### src/rtl/chan_serial_port.sv
module chan_serial_port #(
  parameter int WORD_W      = 16,
  parameter int FRAME_CYC   = 400000,
  parameter int SYNC_PULSES = 17,
  parameter int SLOT_CLKS   = 64
) (
  input  logic              clk,
  input  logic              rst_n,
  input  logic              active_mode,
  input  logic              si_clk,
  input  logic              si_strb,
  input  logic              si_dat,
  input  logic              so_clk,
  input  logic              so_strb,
  output logic              so_dat,
  output logic              ser_clk,
  output logic              ser_sync,
  output logic              in_full,
  output logic              out_empty,
  output logic              frm_ready,
  output logic              frm_empty,
  output logic [WORD_W-1:0] rx_word,
  output logic              rx_valid,
  input  logic [WORD_W-1:0] tx_word,
  input  logic              tx_load
);
  localparam int CW = $clog2(WORD_W);
  localparam int FW = $clog2(FRAME_CYC);
  localparam int PW = $clog2(SYNC_PULSES);
  localparam int SW = $clog2(SLOT_CLKS);

  logic [2:0]        ick, isb, ock, osb;
  logic [1:0]        idt;
  logic              sync_d, b_pend, b_on;
  logic [PW-1:0]     slot;
  logic [SW-1:0]     bitc;
  logic [FW-1:0]     fcnt;
  logic              i_busy, i_skip, o_busy;
  logic [CW-1:0]     i_cnt, o_cnt;
  logic [WORD_W-1:0] i_sh, o_sh, tx_buf;
  logic              a_rise, i_rise, o_rise, i_fall, o_fall, i_bit, tick;

  assign a_rise = active_mode & ~ser_clk;
  assign i_rise = active_mode ? a_rise : (ick[1] & ~ick[2]);
  assign o_rise = active_mode ? a_rise : (ock[1] & ~ock[2]);
  assign i_fall = active_mode ? (sync_d & ~ser_sync) : (isb[2] & ~isb[1]);
  assign o_fall = active_mode ? (sync_d & ~ser_sync) : (osb[2] & ~osb[1]);
  assign i_bit  = active_mode ? si_dat : idt[1];
  assign tick   = fcnt == FW'(FRAME_CYC - 1);

  always_ff @(posedge clk) begin
    if (!rst_n) begin
      ick <= '0; isb <= '0; ock <= '0; osb <= '0; idt <= '0;
      ser_clk <= 1'b0; sync_d <= 1'b0; fcnt <= '0;
    end else begin
      ick <= {ick[1:0], si_clk};
      isb <= {isb[1:0], si_strb};
      ock <= {ock[1:0], so_clk};
      osb <= {osb[1:0], so_strb};
      idt <= {idt[0], si_dat};
      ser_clk <= active_mode ? ~ser_clk : 1'b0;
      sync_d <= ser_sync;
      fcnt <= tick ? '0 : fcnt + 1'b1;
    end
  end

  // active-mode sync burst, stepped on serial clock rising edges
  always_ff @(posedge clk) begin
    if (!rst_n || !active_mode) begin
      b_pend <= 1'b0; b_on <= 1'b0; slot <= '0; bitc <= '0; ser_sync <= 1'b0;
    end else begin
      if (tick) b_pend <= 1'b1;
      else if (a_rise) b_pend <= 1'b0;
      if (a_rise) begin
        if (b_pend) begin
          b_on <= 1'b1; slot <= '0; bitc <= '0; ser_sync <= 1'b1;
        end else if (b_on) begin
          if (bitc == SW'(SLOT_CLKS - 1)) begin
            bitc <= '0;
            if (slot == PW'(SYNC_PULSES - 1)) begin
              b_on <= 1'b0; ser_sync <= 1'b0;
            end else begin
              slot <= slot + 1'b1; ser_sync <= 1'b1;
            end
          end else begin
            bitc <= bitc + 1'b1; ser_sync <= 1'b0;
          end
        end
      end
    end
  end

  always_ff @(posedge clk) begin
    if (!rst_n) begin
      i_busy <= 1'b0; i_skip <= 1'b0; i_cnt <= '0; i_sh <= '0;
      rx_word <= '0; rx_valid <= 1'b0; in_full <= 1'b0;
    end else begin
      rx_valid <= 1'b0;
      if (i_fall) begin
        i_busy <= 1'b1; i_skip <= ~active_mode; i_cnt <= '0; in_full <= 1'b1;
      end else if (i_busy && i_rise) begin
        if (i_skip) i_skip <= 1'b0;
        else begin
          i_sh  <= {i_sh[WORD_W-2:0], i_bit};
          i_cnt <= i_cnt + 1'b1;
          if (i_cnt == CW'(WORD_W - 1)) begin
            i_busy <= 1'b0; in_full <= 1'b0; rx_valid <= 1'b1;
            rx_word <= {i_sh[WORD_W-2:0], i_bit};
          end
        end
      end
    end
  end

  always_ff @(posedge clk) begin
    if (!rst_n) begin
      o_busy <= 1'b0; o_cnt <= '0; o_sh <= '0; so_dat <= 1'b0;
      tx_buf <= '0; out_empty <= 1'b1;
    end else begin
      if (o_fall) begin
        o_busy <= 1'b1; o_cnt <= '0; o_sh <= tx_buf;
      end else if (o_busy && o_rise) begin
        so_dat <= o_sh[WORD_W-1];
        o_sh   <= o_sh << 1;
        o_cnt  <= o_cnt + 1'b1;
        if (o_cnt == CW'(WORD_W - 1)) o_busy <= 1'b0;
      end
      if (tx_load) begin
        tx_buf <= tx_word; out_empty <= 1'b0;
      end else if (o_fall) out_empty <= 1'b1;
    end
  end

  always_ff @(posedge clk) begin
    if (!rst_n) begin
      frm_ready <= 1'b0; frm_empty <= 1'b0;
    end else if (tick) begin
      frm_ready <= 1'b1; frm_empty <= 1'b1;
    end else begin
      if (o_fall) frm_ready <= 1'b0;
      if (i_fall) frm_empty <= 1'b0;
    end
  end

  a_r1_valid_single: assert property (@(posedge clk) disable iff (!rst_n)
    rx_valid |=> !rx_valid);
  a_r5_full_drops_on_word: assert property (@(posedge clk) disable iff (!rst_n)
    rx_valid |-> !in_full);
  a_r6_load_clears_empty: assert property (@(posedge clk) disable iff (!rst_n)
    tx_load |=> !out_empty);
  a_r4_data_only_on_rise: assert property (@(posedge clk) disable iff (!rst_n)
    !o_rise |=> $stable(so_dat));
  a_r7_quiet_when_passive: assert property (@(posedge clk) disable iff (!rst_n)
    !active_mode |=> (!ser_clk && !ser_sync));
  a_r8_sync_two_cycles: assert property (@(posedge clk) disable iff (!rst_n)
    $rose(ser_sync) |=> ser_sync ##1 !ser_sync);
  a_r9_ready_clears: assert property (@(posedge clk) disable iff (!rst_n)
    (o_fall && !tick) |=> !frm_ready);
endmodule

### config.mk
export PLATFORM = sky130hd
export DESIGN_NAME = chan_serial_port
export DESIGN_NICKNAME = d
export VERILOG_FILES = /design/src/rtl/chan_serial_port.sv
export SDC_FILE = /design/constraint.sdc
export NUM_CORES = 1
export LEC_CHECK = 0
export ABC_AREA = 1
export ABC_CLOCK_PERIOD_IN_PS = 1800
export CORE_MARGIN = 2
export CORE_UTILIZATION = 25
export DETAILED_ROUTE_END_ITERATION = 8
export HOLD_SLACK_MARGIN = 0.05
export PLACE_DENSITY_LB_ADDON = 0.3
export SLEW_MARGIN = 25
export SYNTH_ARGS = -nofsm -noshare
export SYNTH_HDL_FRONTEND = slang
export SYNTH_SLANG_ARGS = --single-unit
### constraint.sdc
create_clock -name clk -period 1.8 [get_ports clk]
set_clock_uncertainty 0.1 [all_clocks]
set_input_delay 0.45 -clock clk [delete_from_list [all_inputs] [get_ports clk]]
set_output_delay 0.45 -clock clk [all_outputs]
set_load 0.05 [all_outputs]
==> summary.txt <==
Floorplan
  • Die Span X: around 150 microns
  • Chip height: 151 microns
  • Core footprint: between 20,000 and 25,000 sq um
  • Boundary pin count: 49
  • Starting Density: 0.255
  • Die footprint: roughly 23,000 sq um
  • Rows: 53

Detailed routing
  • Post-DRT Antenna Nets: 0
  • Vias per cell: 4.22
  • Drt drc: 0
  • Total iterations of the first detailed-routing run: 4
  • Vias: approximately 4,600
  • Routed WL: 11.6 mm
  • Routed len/inst: roughly 11 microns
  • Iteration-0 DRC Markers: 264

Run
  • Total of max-cap violations: 0

Logic synthesis
  • Most numerous cell in the Yosys netlist: nand2_1
  • Number of synthesized flops with an enable pin: 0
  • Synth Area in Compound Gates: 0.101
  • Post-synthesis mux area share: 0
  • Adder-cell share of the synthesized area: 0.0140
  • Synthesized Nets: about 760
  • Most instantiated cells after synthesis: nand2_1 (199), dfxtp_1 (128), nor2_1 (87)
  • Post-synth top flop: dfxtp_1
  • Synthesized instance count: 727
  • Register area share after synthesis: 0.477
  • Top cells by area, synth: dfxtp_1 (48%), nand2_1 (14%), a21oi_1 (6.1%)
  • Simple-Gate Fraction of Synth Area: 0.318
  • Share of synthesized flip-flops with an asynchronous set or reset: 0
  • Top cell type's share of synthesized area: 0.477
  • Synthesized area per cell: 7.40 sq um
  • Synthesized area: around 5400 sq um
  • Main combinational cell family by area after synthesis: simple AND/OR/NAND/NOR gates
  • Post-synth top area cell: dfxtp_1
  • #FFs+latches synth: approximately 130
  • Netlist cell types: 36
  • Synth warn: 0
  • Post-synthesis xor/xnor area fraction: 0.0147

CTS
  • Cts bufs inserted: 17
  • CTS Root Cell: clkbuf_16
  • Number of H-tree levels: 4
  • Worst-Skew Late Latency: 0.42 ns
  • Clock Tree Buf Depth: 2
  • Clock Sinks: 128
  • CTS tree: done
  • CTS hold repair buffers: 0
  • Clk slew on worst S/H paths: around 0.050 ns

Global route
  • GR Overflow Total: 0
  • Largest net degree at the start of global routing: 33
  • All-layer global routing usage: 0.111
  • First-pass GRT wire length: 20.1 mm
  • Initial antenna violation count: 0
  • Vias in the first global route: 4,341

Critical path
  • CP startpoint kind: flip-flop
  • Crit path kind: flip-flop to primary output
  • Data arrival, critical path: approximately 1.2 ns
  • Max Fanout on Critical Path: 4
  • Reg2Reg Depth: 6
  • Worst setup EP type: primary output
  • CP Data Required Time: about 1.3 ns

Finish
  • Sequential cell area: 2560 sq um
  • N_diodes: 0
  • Layout cells sized above 1: 0.145
  • Post-layout nets: between 800 and 900
  • Area Growth Syn to Fin: 32.5%
  • Fillers: 2,219
  • Area occupied by multi-input gates: about 2400 sq um
  • Final Instance Area: approximately 7100 sq um

Timing
  • # setup viols final: 0
  • Min Clock Period, post-route: roughly 1.7 ns
  • Tcrit/Tclk final: 0.960
  • Post-Route Setup TNS: 0 ns
  • Fin. Hold Viols: 0
  • Achievable Freq: around 0.58 GHz
  • Max Slew Vio Count: 0
  • Hold WS: between 0.3 and 0.4 ns
  • Slew at the pin closest to its max-slew limit: around 0.32 ns
  • Slew headroom: 0.783
  • RSZ-0062 raised after global routing: false

Place
  • Final HPWL DP: a little over 8 mm
  • I/O Buffers: 48
  • GP Congestion: ~0.83
  • Dpl cell area: 6530 sq um

Hold path
  • Worst min-delay path category: flip-flop to flip-flop
  • Hold Path Depth: 2

Power
  • Worst VDD drop: roughly 0.00039 V
  • PD cells: a little over 900 nW/um^2
  • Static Leak: 0.00286 uW

Status
  • Outcome: completed
flip-flops by register name, summed over array words and instances (netlist names), 2 cells and up:
| register | count |
|---|---|
| fcnt | 19 |
| o_sh | 16 |
| rx_word | 16 |
| tx_buf | 16 |
| i_sh | 15 |
| bitc | 6 |
| slot | 5 |
| i_cnt | 4 |
| o_cnt | 4 |
| ick | 3 |
| isb | 3 |
| ock | 3 |
| osb | 3 |
| idt | 2 |
per-layer routing:
layer  global-route usage  wire length (microns)  vias to the layer above
met5                    0                      0                        -
met4               0.0523                    231                        0
met3               0.0330                    418                       15
met2                0.172                   5210                       48
met1                0.142                   5750                     2057
li1                     -                      -                     2486
worst paths after layout:
| check | start | to | slack [ns] |
|---|---|---|---|
| worst max-delay path | ser_clk$_SDFF_PN0_ | ser_clk | 0.07 |
| worst min-delay path | ock[0]$_SDFF_PN0_ | ock[1]$_SDFF_PN0_ | 0.31 |
| worst max register to register | bitc[0]$_SDFFE_PN0P_ | slot[0]$_SDFFE_PN0P_ | 0.26 |
| worst min register to register | ock[0]$_SDFF_PN0_ | ock[1]$_SDFF_PN0_ | 0.31 |
worst max-delay path, cell delays in order (launching register included):
cell	delay [ns]
dfxtp_1	0.44
buf_4	0.19
buf_12	0.13
per-stage QoR:
| stage | worst slack (ns) | instances | power [uW] | utilization |
|---|---|---|---|---|
| 6_report | 0.0713 | 1091 | 6580 | 0.338 |
| 5_1_grt | 0.0342 | 1091 | 6850 | 0.338 |
| 4_1_cts | 0.0518 | 1091 | 6680 | 0.338 |
| 3_5_place_dp | -0.346 | 1059 | 3270 | 0.309 |
| 3_3_place_gp | -0.295 | 1059 | 3260 | 0.309 |
| 2_1_floorplan | 0.0414 | 727 | 3120 | - |
cell families (layout without fill, tap and decap cells):
| kind of cell | Yosys count | in the layout |
|---|---|---|
| AOI/OAI and AO/OA | 105 | 105 |
| adders and majority gates | 6 | 6 |
| DFF | 128 | 128 |
| xor gates and xnor gates | 9 | 9 |
| and+or+nand+nor | 385 | 385 |
| buffers and inverters | 94 | 183 |
cell usage in the layout, fill, tap and decap left out, types with 2 or more instances in the layout:
master,instances
nor2_1,86
inv_1,62
clkbuf_16,17
nand3b_1,3
xnor2_1,3
buf_12,22
ha_1,6
clkinv_2,2
clkinv_4,5
bufinv_16,2
a21oi_1,66
nor2_8,2
o21ai_1,4
nor3_1,4
clkbuf_8,2
or2_2,3
clkinvlp_4,3
nand2_1,199
nand2_2,4
buf_4,37
nand3_1,58
xor2_1,6
nor2_4,3
nand3_2,3
o21ai_0,30
nand4_1,11
dfxtp_1,128
clkdlybuf4s50_1,22
o21bai_1,2
nand2_4,3
inv_2,4
what timing repair did:
item                       4_1_cts  5_1_grt
gates resized for setup          0        2
buffers inserted                 0        0
setup endpoints to repair        0        3
where the power goes:
| group | switching, uW | leakage [uW] | internal [uW] |
|---|---|---|---|
| sequential | 25.4 | 0.00104 | 2880 |
| combinational | 156 | 0.00154 | 132 |
| clock | 1270 | 0.000282 | 2110 |
| total | 1460 | 0.00286 | 5130 |
layout make-up:
type | count | share of cell area
flip-flops and latches | 128 | 0.360
clock buffers | 20 | 0.0641
well taps | 275 | 0.0483
repair buffers | 83 | 0.134
inverters | 68 | 0.0362
multi-input cells | 505 | 0.338
clock inverters | 12 | 0.0191
Power figures use the tool's default switching activity.
